===== config.mk =====
export PLATFORM = sky130hd
export DESIGN_NAME = osc_startup_seq
export DESIGN_NICKNAME = d
export VERILOG_FILES = /design/src/rtl/osc_seq_pkg.sv /design/src/rtl/osc_sst_counter.sv /design/src/rtl/osc_clk_switch.sv /design/src/rtl/osc_startup_seq.sv
export SDC_FILE = /design/constraint.sdc
export NUM_CORES = 1
export LEC_CHECK = 0
export ABC_AREA = 0
export BUFFER_PORTS_ARGS = -buffer_cell sky130_fd_sc_hd__buf_2
export CAP_MARGIN = 15
export CORE_UTILIZATION = 35
export CTS_BUF_LIST = sky130_fd_sc_hd__clkbuf_4
export CTS_CLUSTER_DIAMETER = 60
export DETAILED_ROUTE_END_ITERATION = 8
export PLACE_DENSITY_LB_ADDON = 0.25
export RECOVER_POWER = 100
export SYNTH_ARGS = -nofsm -noshare
export SYNTH_HDL_FRONTEND = slang
export SYNTH_HIERARCHICAL = 1
export SYNTH_SLANG_ARGS = --single-unit

===== constraint.sdc =====
create_clock -name clk -period 3.7 [get_ports clk]
set_input_delay 0.185 -clock clk [delete_from_list [all_inputs] [get_ports clk]]
set_output_delay 0.185 -clock clk [all_outputs]
set_load 0.01 [all_outputs]

===== src/rtl/osc_seq_pkg.sv =====
package osc_seq_pkg;

  typedef enum logic [1:0] {
    OWN_NONE = 2'd0,
    OWN_HS   = 2'd1,
    OWN_LS   = 2'd2
  } sst_owner_e;

  localparam logic [1:0] SRC_HS = 2'd0;
  localparam logic [1:0] SRC_LS = 2'd1;
  localparam logic [1:0] SRC_RC = 2'd2;

  // True when the count already holds period-1, so one more tick completes it.
  function automatic logic sst_last(input int unsigned cnt, input int unsigned period);
    return cnt == period - 1;
  endfunction

  function automatic logic [1:0] sub_src_code(input logic rc_sel);
    return rc_sel ? SRC_RC : SRC_LS;
  endfunction

  // rdy bit 0 fast crystal, bit 1 slow crystal, bit 2 internal RC
  function automatic logic src_ready(input logic [1:0] src, input logic [2:0] rdy);
    case (src)
      SRC_HS:  return rdy[0];
      SRC_LS:  return rdy[1];
      SRC_RC:  return rdy[2];
      default: return 1'b0;
    endcase
  endfunction

endpackage


===== src/rtl/osc_sst_counter.sv =====
module osc_sst_counter
  import osc_seq_pkg::*;
#(
  parameter int unsigned HS_SST = 1024,
  parameter int unsigned LS_SST = 1024
) (
  input  logic       clk,
  input  logic       rst_n,
  input  logic       hs_need,
  input  logic       ls_need,
  input  logic       hs_tick,
  input  logic       ls_tick,
  output logic       hs_done,
  output logic       ls_done,
  output sst_owner_e owner
);

  localparam int unsigned MAXP = (HS_SST > LS_SST) ? HS_SST : LS_SST;
  localparam int unsigned CW   = $clog2(MAXP + 1);

  sst_owner_e    owner_q;
  logic [CW-1:0] cnt_q, cnt_base, cnt_d;
  logic          tick_c, last_c;
  int unsigned   period_c;

  // Fast crystal always claims the counter first.
  always_comb begin
    if (hs_need)      owner = OWN_HS;
    else if (ls_need) owner = OWN_LS;
    else              owner = OWN_NONE;
  end

  always_comb begin
    cnt_base = (owner != owner_q) ? '0 : cnt_q;
    case (owner)
      OWN_HS:  begin tick_c = hs_tick; period_c = HS_SST; end
      OWN_LS:  begin tick_c = ls_tick; period_c = LS_SST; end
      default: begin tick_c = 1'b0;    period_c = MAXP;   end
    endcase
    last_c = tick_c && sst_last(32'(cnt_base), period_c);
    if (last_c)      cnt_d = '0;
    else if (tick_c) cnt_d = cnt_base + 1'b1;
    else             cnt_d = cnt_base;
  end

  assign hs_done = last_c && (owner == OWN_HS);
  assign ls_done = last_c && (owner == OWN_LS);

  always_ff @(posedge clk or negedge rst_n) begin
    if (!rst_n) begin
      owner_q <= OWN_NONE;
      cnt_q   <= '0;
    end else begin
      owner_q <= owner;
      cnt_q   <= cnt_d;
    end
  end

endmodule


===== src/rtl/osc_clk_switch.sv =====
module osc_clk_switch
  import osc_seq_pkg::*;
(
  input  logic       clk,
  input  logic       rst_n,
  input  logic       run,
  input  logic       flush,
  input  logic       load,
  input  logic [1:0] load_src,
  input  logic       req,
  input  logic [1:0] req_src,
  input  logic [2:0] rdy,
  output logic [1:0] sys_src,
  output logic       pending
);

  logic [1:0] tgt_q;

  always_ff @(posedge clk or negedge rst_n) begin
    if (!rst_n) begin
      sys_src <= SRC_HS;
      pending <= 1'b0;
      tgt_q   <= SRC_HS;
    end else if (flush) begin
      pending <= 1'b0;
    end else if (load) begin
      sys_src <= load_src;
      pending <= 1'b0;
    end else if (run && req) begin
      if (src_ready(req_src, rdy)) begin
        sys_src <= req_src;
        pending <= 1'b0;
      end else begin
        tgt_q   <= req_src;
        pending <= 1'b1;
      end
    end else if (pending && src_ready(tgt_q, rdy)) begin
      sys_src <= tgt_q;
      pending <= 1'b0;
    end
  end

  // outside a wake load, the source only moves to one that was ready.
  assert_switch_to_ready_R9: assert property (@(posedge clk) disable iff (!rst_n)
    (sys_src != $past(sys_src) && !$past(load)) |-> src_ready(sys_src, $past(rdy)));

endmodule


===== src/rtl/osc_startup_seq.sv =====
module osc_startup_seq
  import osc_seq_pkg::*;
#(
  parameter int unsigned HS_SST = 1024,
  parameter int unsigned LS_SST = 1024
) (
  input  logic       clk,
  input  logic       rst_n,
  input  logic       sleep_req,
  input  logic       sleep_deep,
  input  logic       wake_req,
  input  logic       wdt_en,
  input  logic       sub_rc_sel,
  input  logic       fast_wake_en,
  input  logic       sw_req,
  input  logic [1:0] sw_src,
  input  logic       hs_tick,
  input  logic       ls_tick,
  output logic       hs_on,
  output logic       ls_on,
  output logic       rc_on,
  output logic       hs_ready,
  output logic       ls_ready,
  output logic       rc_ready,
  output logic       cpu_run,
  output logic [1:0] sys_src,
  output logic       sw_pending
);

  logic       asleep_q, deep_q, fast_q;
  logic       sub_on, sub_ready, fast_ok;
  logic       sleep_go, wake_go;
  logic       hs_need, ls_need, hs_done, ls_done;
  logic [1:0] wake_src;
  sst_owner_e owner;

  // Power mode and enables
  assign sub_on    = !asleep_q || !deep_q || wdt_en;
  assign hs_on     = !asleep_q;
  assign ls_on     = sub_on && !sub_rc_sel;
  assign rc_on     = sub_on && sub_rc_sel;
  assign sub_ready = sub_rc_sel ? rc_ready : ls_ready;
  assign fast_ok   = !deep_q && fast_wake_en && sub_ready;
  assign cpu_run   = !asleep_q && (hs_ready || fast_q);
  assign sleep_go  = sleep_req && cpu_run;
  assign wake_go   = wake_req && asleep_q && !hs_ready;
  assign wake_src  = fast_ok ? sub_src_code(sub_rc_sel) : SRC_HS;

  always_ff @(posedge clk or negedge rst_n) begin
    if (!rst_n) begin
      asleep_q <= 1'b0;
      deep_q   <= 1'b1;
      fast_q   <= 1'b0;
    end else if (sleep_go) begin
      asleep_q <= 1'b1;
      deep_q   <= sleep_deep;
      fast_q   <= 1'b0;
    end else if (wake_go) begin
      asleep_q <= 1'b0;
      fast_q   <= fast_ok;
    end
  end

  // Shared settling counter
  assign hs_need = hs_on && !hs_ready;
  assign ls_need = ls_on && !ls_ready;

  osc_sst_counter #(.HS_SST(HS_SST), .LS_SST(LS_SST)) u_sst (
    .clk     (clk),
    .rst_n   (rst_n),
    .hs_need (hs_need),
    .ls_need (ls_need),
    .hs_tick (hs_tick),
    .ls_tick (ls_tick),
    .hs_done (hs_done),
    .ls_done (ls_done),
    .owner   (owner)
  );

  // Ready flags: set by the counter, dropped when the source is disabled
  always_ff @(posedge clk or negedge rst_n) begin
    if (!rst_n) begin
      hs_ready <= 1'b0;
      ls_ready <= 1'b0;
      rc_ready <= 1'b0;
    end else begin
      hs_ready <= hs_on && (hs_ready || hs_done);
      ls_ready <= ls_on && (ls_ready || ls_done);
      rc_ready <= rc_on;
    end
  end

  osc_clk_switch u_sw (
    .clk      (clk),
    .rst_n    (rst_n),
    .run      (cpu_run),
    .flush    (sleep_go),
    .load     (wake_go),
    .load_src (wake_src),
    .req      (sw_req),
    .req_src  (sw_src),
    .rdy      ({rc_ready, ls_ready, hs_ready}),
    .sys_src  (sys_src),
    .pending  (sw_pending)
  );

  // without fast wake, release coincides with the fast ready flag rising.
  assert_release_on_hs_R2: assert property (@(posedge clk) disable iff (!rst_n)
    ($rose(cpu_run) && !fast_q) |-> $rose(hs_ready));

  // the slow crystal never finishes while the fast one still needs the counter.
  assert_ls_after_hs_R3: assert property (@(posedge clk) disable iff (!rst_n)
    $rose(ls_ready) |-> (hs_ready || !hs_on));

  // a disabled fast crystal loses its ready flag on the next edge.
  assert_hs_clear_R4: assert property (@(posedge clk) disable iff (!rst_n)
    !hs_on |=> !hs_ready);

  // an enabled, stable slow crystal stays ready.
  assert_ls_sticky_R5: assert property (@(posedge clk) disable iff (!rst_n)
    (ls_ready && ls_on) |=> (ls_ready || !ls_on));

  // the internal RC is ready one edge after it is enabled.
  assert_rc_ready_R8: assert property (@(posedge clk) disable iff (!rst_n)
    $rose(rc_on) |=> rc_ready);

endmodule


==> results.json <==
{
  "fin_tns_setup_ps": 0,
  "holdPathStages": 2,
  "port_buffers": 22,
  "p_switching_uw": 255,
  "startpoint_type": "flip-flop",
  "ctsResizeCount": 0,
  "cts-root-buf": "clkbuf_4",
  "synthToLayoutAreaGrowth_pct": 9.20,
  "multi_input_area_um2": 749,
  "setup_violations": 0,
  "power_frac_seq_pct": 50.9,
  "grt_max_degree": 25,
  "avgSynthCellArea_um2": 10.8,
  "combPwrFrac_pct": 31.7,
  "antenna_left": 0,
  "syn_inst": 134,
  "min_path_type": "in -> reg",
  "chipHeight_um": 66.2,
  "vdd_ir_drop_max_mv": 0.196,
  "gp_congestion": 0.792,
  "ff2ff_path_depth": 11,
  "cp_num_buf_inv": 0,
  "synth-warning-count": 6,
  "hold_viol": 0,
  "clock.fmax_mhz": 335,
  "drtIter0Drc": 74,
  "end_kind": "flip-flop",
  "synth_fp_nets": 148,
  "status": "complete, no violations",
  "cts_htree_levels": 1,
  "viasPerCell": 5.16,
  "rows": 22,
  "register_area_um2": 602,
  "grt-ovfl-total": 0,
  "coreArea_mm2": 0.00380,
  "p_clk_share_pct": 17.4,
  "power_uw": 724,
  "met1_usage_pct": 17.5,
  "switching_share_pct": 35.2,
  "max_cap_violations": 0,
  "maxSlewViolCount": 0,
  "path_depth": 11,
  "dpl.hpwl_um": 2110,
  "dpl-instance-area_mm2": 0.00159,
  "die_w_um": 66.2,
  "wirelength_um": 2760,
  "period_share_pct": 80.7,
  "crit_fanout": 10,
  "tightest_slew_ps": 1310,
  "required_ps": 3950,
  "fin_nets": 174,
  "grt_pass1_vias": 1041,
  "clock-sinks": 24,
  "clk_pin_slew_ps": 120,
  "p_int_uw": 469,
  "die_area_mm2": 0.00438,
  "path_cells": "a31oi_1, nor2b_1, xor2_1, o31ai_4, and2_0, ha_1, nand3_1, a21oi_4, nand4_1, nor3b_1, o21a_1",
  "cp_data_arrival_time_ps": 3240,
  "numCtsBuffers": 3,
  "io_pins": 23,
  "relSlewSlack_pct": 12.7,
  "cts_tree": "done",
  "cts_buffer_depth": 2,
  "fill_cells": 397,
  "gr-max-usage-layer": "met2",
  "grt_usage_pct": 14.2,
  "max_stage_delay_ps": 480,
  "finClkSkew_ps": 12.8,
  "use_met2_pct": 24.5,
  "final_area_mm2": 0.00157,
  "grt_pass1_wl_um": 4670,
  "wl_per_cell_um": 13.3,
  "crit_type": "reg -> reg",
  "fin_crit_ps": 2990,
  "clk_latency_ps": 310,
  "antenna_found_initial": 0,
  "grt_use_met3_pct": 4.31,
  "start_util_pct": 37.9,
  "rsz0062_at_grt": "no",
  "slowest_stage": "dfrtp_1",
  "route.detailed.drc": 0,
  "leakagePower_uw": 0.000714,
  "antenna-diode-count": 0,
  "vias": 1069,
  "syn_area_mm2": 0.00144,
  "cp_top_family": "simple AND/OR/NAND/NOR gates",
  "p_per_area_mw_per_mm2": 460,
  "dr.pass1.iters": 4,
  "drive_gt1_share_pct": 18.9
}
-- state kept, by name, summed over array words and instances (netlist names) --
name	count
asleep_q	1
rc_ready	1
u_sw/sys_src	2
u_sw/pending	1
u_sst/cnt_q	11
ls_ready	1
u_sw/tgt_q	2
fast_q	1
u_sst/owner_q	2
hs_ready	1
deep_q	1
-- worst register-to-register path: stages (launching register included) --
cell	delay [ps]
dfrtp_1	480
a31oi_1	260
nor2b_1	390
xor2_1	180
o31ai_4	370
and2_0	190
ha_1	170
nand3_1	140
a21oi_4	200
nand4_1	200
nor3b_1	230
o21a_1	120
-- cells in the final DEF, fill, tap and decap left out, types with 3 or more instances in the layout --
master and count:
dfrtp_1 23, nor2_1 13, nand2_1 13, buf_2 11, clkbuf_1 11, inv_1 7
nand3_1 7, xnor2_1 6, nand2b_1 4, clkbuf_4 4, nand3b_1 3, a31oi_1 3
nand4_1 3, mux2i_1 3, a211oi_1 3, mux2_2 3, o21ai_0 3
-- per-stage QoR --
stage | util (%) | setup WS (ps) | cells | hold slack [ps]
floorplan | - | 883 | 134 | -111
global placement | 41.8 | 856 | 202 | 200
detailed placement | 41.8 | 737 | 202 | 209
CTS | 42.9 | 707 | 207 | 78.5
global route | 41.4 | 383 | 207 | 78.7
finish | 41.4 | 714 | 207 | 103
-- layer usage --
metal	vias to the layer above	part of all wire, %
li1	527	-
met1	518	48
met2	22	48
met3	2	4.3
met4	0	0.43
met5	-	0
-- layout make-up --
| cell class | count | area share, % |
|---|---|---|
| Timing Repair Buffer | 23 | 6.76 |
| Clock buffer | 4 | 1.91 |
| Inverter | 7 | 1.67 |
| Tap cell | 48 | 3.82 |
| Sequential cell | 24 | 38.2 |
| Multi-Input combinational cell | 101 | 47.6 |
-- power by group through the flow --
stage	logic (µW)	clock network, µW	registers, µW
global route	259	146	377
floorplan	192	0	361
detailed placement	243	0	374
global placement	240	0	374
CTS	244	134	369
finish	230	126	369
-- worst paths after layout --
kind	from	to	slack (ps)
worst max-delay path	asleep_q	ls_ready	710
worst min-delay path	sleep_deep	deep_q	100
worst max register to register	asleep_q	ls_ready	710
worst min register to register	u_sst/cnt_q[10]	u_sst/cnt_q[10]	510
max in group asynchronous	rst_n	u_sw/sys_src[1]	2250
min in group asynchronous	rst_n	u_sst/cnt_q[2]	670
-- what timing repair did --
item                                   in CTS  in global routing
buffers inserted                            0                  0
endpoints found under the hold margin      23                  0
hold buffers                                1                  0
Power figures use the tool's default switching activity.
